File: src/rtl/dbc_bank.sv
module dbc_bank #(
   parameter int ROW_W = 14,
   parameter int CNT_W = 6
) (
   input  logic             clk,
   input  logic             rst,
   input  logic             act_hit,
   input  logic             pre_hit,
   input  logic [ROW_W-1:0] row_in,
   input  logic [CNT_W-1:0] cfg_tras,
   input  logic [CNT_W-1:0] cfg_trp,
   input  logic [CNT_W:0]   cfg_trc,
   input  logic [CNT_W:0]   cfg_trcd_w,
   input  logic [CNT_W:0]   al_w,
   output logic             is_open,
   output logic [ROW_W-1:0] open_row,
   output logic             f_trp,
   output logic             f_trc,
   output logic             f_trcd,
   output logic             f_tras
);

   localparam logic [CNT_W-1:0] MAXC = '1;
   localparam logic [CNT_W-1:0] ONE  = {{(CNT_W-1){1'b0}}, 1'b1};

   logic [CNT_W-1:0] since_act;
   logic [CNT_W-1:0] since_pre;
   logic             close_now;

   // a precharge only acts on an open bank; an activate in the same cycle is impossible
   assign close_now = pre_hit && is_open;

   always_ff @(posedge clk) begin
      if (rst) begin
         is_open   <= 1'b0;
         open_row  <= '0;
         since_act <= MAXC;
         since_pre <= MAXC;
      end else begin
         if (act_hit) begin
            is_open   <= 1'b1;
            open_row  <= row_in;
            since_act <= ONE;
         end else if (since_act != MAXC) begin
            since_act <= since_act + ONE;
         end

         if (close_now) begin
            is_open   <= 1'b0;
            since_pre <= ONE;
         end else if (since_pre != MAXC) begin
            since_pre <= since_pre + ONE;
         end
      end
   end

   assign f_trp  = since_pre < cfg_trp;
   assign f_trc  = {1'b0, since_act} < cfg_trc;
   assign f_trcd = ({1'b0, since_act} + al_w) < cfg_trcd_w;
   assign f_tras = since_act < cfg_tras;

   p_open_after_act_r1: assert property (@(posedge clk) disable iff (rst)
      act_hit |=> is_open);

   p_row_capture_r1: assert property (@(posedge clk) disable iff (rst)
      act_hit |=> open_row == $past(row_in));

   p_close_after_pre_r13: assert property (@(posedge clk) disable iff (rst)
      (pre_hit && !act_hit) |=> !is_open);

   p_sat_hold_r12: assert property (@(posedge clk) disable iff (rst)
      (since_act == MAXC && !act_hit) |=> since_act == MAXC);

   p_pre_sat_hold_r12: assert property (@(posedge clk) disable iff (rst)
      (since_pre == MAXC && !close_now) |=> since_pre == MAXC);

endmodule

File: config.mk
export PLATFORM = sky130hd
export DESIGN_NAME = dbc_bank
export DESIGN_NICKNAME = d
export VERILOG_FILES = /design/src/rtl/dbc_bank.sv
export SDC_FILE = /design/constraint.sdc
export NUM_CORES = 1
export LEC_CHECK = 0
export BUFFER_PORTS_ARGS = -buffer_cell sky130_fd_sc_hd__buf_2
export CAP_MARGIN = 30
export CORE_AREA = 2 2 71 73
export CTS_BUF_LIST = sky130_fd_sc_hd__clkbuf_8
export DETAILED_ROUTE_END_ITERATION = 16
export DIE_AREA = 0 0 73 75
export GPL_ROUTABILITY_DRIVEN = 0
export HOLD_SLACK_MARGIN = 0.1
export PLACE_DENSITY = 0.64
export SETUP_SLACK_MARGIN = 0.3
export SYNTH_ARGS = -nofsm -noshare
export SYNTH_HDL_FRONTEND = slang
export SYNTH_SLANG_ARGS = --single-unit
export TNS_END_PERCENT = 20
File: constraint.sdc
create_clock -name clk -period 3.9 [get_ports clk]
set_clock_uncertainty 0.2 [all_clocks]
set_input_delay 0.39 -clock clk [delete_from_list [all_inputs] [get_ports clk]]
set_output_delay 0.39 -clock clk [all_outputs]
set_load 0.01 [all_outputs]
==> results.json <==
{
  "status": "complete, no violations",
  "hold_path.class": "input pin to register",
  "clkTransAtPathRegs_ps": 90,
  "total_power_mw": 0.904,
  "power.net_switching_mw": 0.312,
  "synth_top_cells_by_area": "dfxtp_1 30%, ha_1 20%, mux2i_1 10%",
  "synth_mux_area_share_pct": 10.4,
  "critPathTopFamily": "adder cells",
  "required_ps": 3310,
  "post-route-period-util_pct": 81.7,
  "period_needed_ps": 3190,
  "die_height_um": 75,
  "seqPwrFrac_pct": 40.8,
  "critPathArrivalTime_ps": 2600,
  "cts_hold_buf": 0,
  "vias": 1597,
  "p_sw_share_pct": 34.5,
  "max_slew.worst_pin.slew_ps": 520,
  "p_per_area_nw_per_um2": 398,
  "fp.dieArea_um2": 5480,
  "ctsResizeCount": 0,
  "holdWs_ps": 155,
  "path_max_fanout": 6,
  "ys_seq_elements": 27,
  "finalSetupViolCount": 0,
  "criticalPathCategory": "register to primary output",
  "crit_slowest_cell": "fa_1",
  "synth_edf_count": 0,
  "stdcell_count": 330,
  "synth-compound-area-share_pct": 15.2,
  "synth.yosys.warnings": 0,
  "dp.cells": 326,
  "clock_sinks": 27,
  "dp_slack_ps": 886,
  "synth_top_family_by_area": "adder cells",
  "start_kind": "register",
  "p_comb_share_pct": 42.1,
  "end_kind": "primary output",
  "intPower_mw": 0.592,
  "drt_iter0_drc": 28,
  "r2r_start": "since_act[1]$_SDFFE_PP1P_",
  "setup_slack_ps": 712,
  "portBuffers": 69,
  "tns_ps": 0,
  "die_w_um": 73,
  "route.detailed.drc": 0,
  "hp-start": "row_in[12]",
  "synthCells": 208,
  "ir_drop_mv": 0.210,
  "clk_path_buf_depth": 2,
  "syn_area_um2": 1830,
  "synth_cell_types": 32,
  "path_cells": "ha_1 > fa_1 > a211oi_1 > o21bai_1 > a21oi_1 > xnor2_1 > ha_1 > a21oi_1 > o21a_1 > buf_2",
  "synth-simple-area-share_pct": 14.8,
  "relSlewSlack_pct": 65.3,
  "synth_area_leader_cell": "dfxtp_1",
  "core_um2": 4660,
  "nets": 358,
  "ys.flop_type": "dfxtp_1",
  "timing.critical_path.from": "since_act[0]$_SDFFE_PP1N_",
  "ys_seq_area_share_pct": 29.5,
  "clkPwrFrac_pct": 17.1,
  "diodes": 0,
  "routed_wl_um": 3530,
  "antenna_found_initial": 0,
  "grt_overflow": 0,
  "power_leakage_nw": 1.25,
  "cts_tree": "done",
  "syn_nets": 289,
  "ios": 70,
  "grt_setup_unrepaired": "no",
  "via_per_inst": 4.84,
  "postRouteAntennaNets": 0,
  "grt_max_degree": 28,
  "synthAdderAreaFrac_pct": 20.9,
  "clk_latency_ps": 260,
  "area_delta_synth_final_pct": 23.9,
  "start_util_pct": 39.3,
  "postSynth.asyncResetShare_pct": 0,
  "root_buffer": "clkbuf_8",
  "synth.avg_cell_area_um2": 8.81,
  "wl_per_cell_um": 10.7,
  "path_buf_inv": 1,
  "hold_viol": 0,
  "drt_pass1_iterations": 4,
  "layout-drive-gt1-share_pct": 27.5,
  "cts_buffers": 3,
  "timing.fmax_ghz": 0.314,
  "yosys.area.top_type_share_pct": 29.5,
  "grt_pass1_vias": 1463,
  "maxSlewViolCount": 0,
  "grt_pass1_wl_um": 5940,
  "grt_usage_pct": 13.4,
  "synth_xor_area_share_pct": 3.83,
  "place_hpwl_um": 2800,
  "slowest_delay_ps": 430,
  "cts-htree-levels": 1,
  "num_rows": 25,
  "cap_violations": 0,
  "post_cts.repair.setup_buffers": 0
}
-- final cells by class --
type | instances | area [um2]
Sequential cell | 27 | 541
Fill cell | 463 | 2390
Clock buffer | 3 | 41.3
Timing Repair Buffer | 69 | 345
Inverter | 21 | 78.8
Clock inverter | 1 | 5.00
Multi-Input combinational cell | 155 | 1190
Tap cell | 54 | 67.6
-- per-layer routing --
metal / wire (um) / track usage (%) / vias to the layer above
met5: 0 / 0 / -
met4: 40 / 4.12 / 0
met3: 238 / 2.54 / 4
met2: 1470 / 21.9 / 56
met1: 1780 / 17.9 / 682
li1: - / - / 855
-- worst paths after layout --
kind         depth (start not counted)  slack, ps                         to
min                                  3        150  open_row[12]$_SDFFE_PP0P_
max reg2reg                          5       2030  since_act[0]$_SDFFE_PP1N_
max                                 10        710                     f_trcd
min reg2reg                          2        300  open_row[13]$_SDFFE_PP0P_
-- cells in the mapped netlist (2+ instances only) --
cell	instances
ha_1	29
dfxtp_1	27
nor2_1	22
inv_1	21
mux2i_1	19
a21oi_1	12
nand3_1	10
a21o_1	8
o21ai_0	7
nand2_1	6
o21bai_1	6
xnor2_1	6
nand2b_1	5
a211oi_1	4
and3_1	3
clkbuf_1	3
buf_2	2
o21a_1	2
or3_1	2
xor2_1	2
-- through the flow --
step | instance area [um2] | utilization (%)
after floorplan | 1830 | -
after global placement | 2220 | 47.7
after detailed placement | 2220 | 47.7
after CTS | 2270 | 48.7
after global routing | 2270 | 48.7
final | 2270 | 48.7
-- power by group through the flow --
stage / clock (mW) / combinational (mW) / sequential, mW
3_5_place_dp: 0 / 0.383 / 0.376
4_1_cts: 0.161 / 0.386 / 0.369
2_1_floorplan: 0 / 0.292 / 0.366
6_report: 0.155 / 0.381 / 0.369
3_3_place_gp: 0 / 0.377 / 0.376
5_1_grt: 0.171 / 0.439 / 0.379
-- kinds of logic after synthesis --
kind of cell	count (synthesis)
xor+xnor	8
compound gates	43
mux	19
buf+inv	26
simple gates	55
flops	27
fa+ha+maj	30
-- sequential cells by signal, indices dropped and copies added (netlist names) --
signal,flops
open_row,14
since_act,6
since_pre,6
is_open,1
-- placed cells by master, fill, tap and decap left out --
cell	instances
nor2b_1	1
o21bai_1	6
inv_1	21
a311o_1	1
and3_1	3
and3_4	1
o22a_1	1
nand2b_1	5
nand2_1	6
and2_1	1
nand4b_1	1
or2_4	1
o31ai_1	1
clkinv_2	1
clkbuf_8	3
xor2_1	2
ha_1	29
a21o_1	8
xnor2_1	6
o21a_1	2
a211oi_1	4
or2_2	1
nor2_1	22
nor3_1	1
nand3_1	10
a31oi_1	1
fa_1	1
buf_2	69
a21oi_1	12
dfxtp_1	27
mux2i_1	19
o21ai_0	7
or3_1	2
-- worst min-delay path, stage by stage --
cell and delay, ps:
buf_2 70, mux2i_1 50, nor2_1 70
Power figures use the tool's default switching activity.
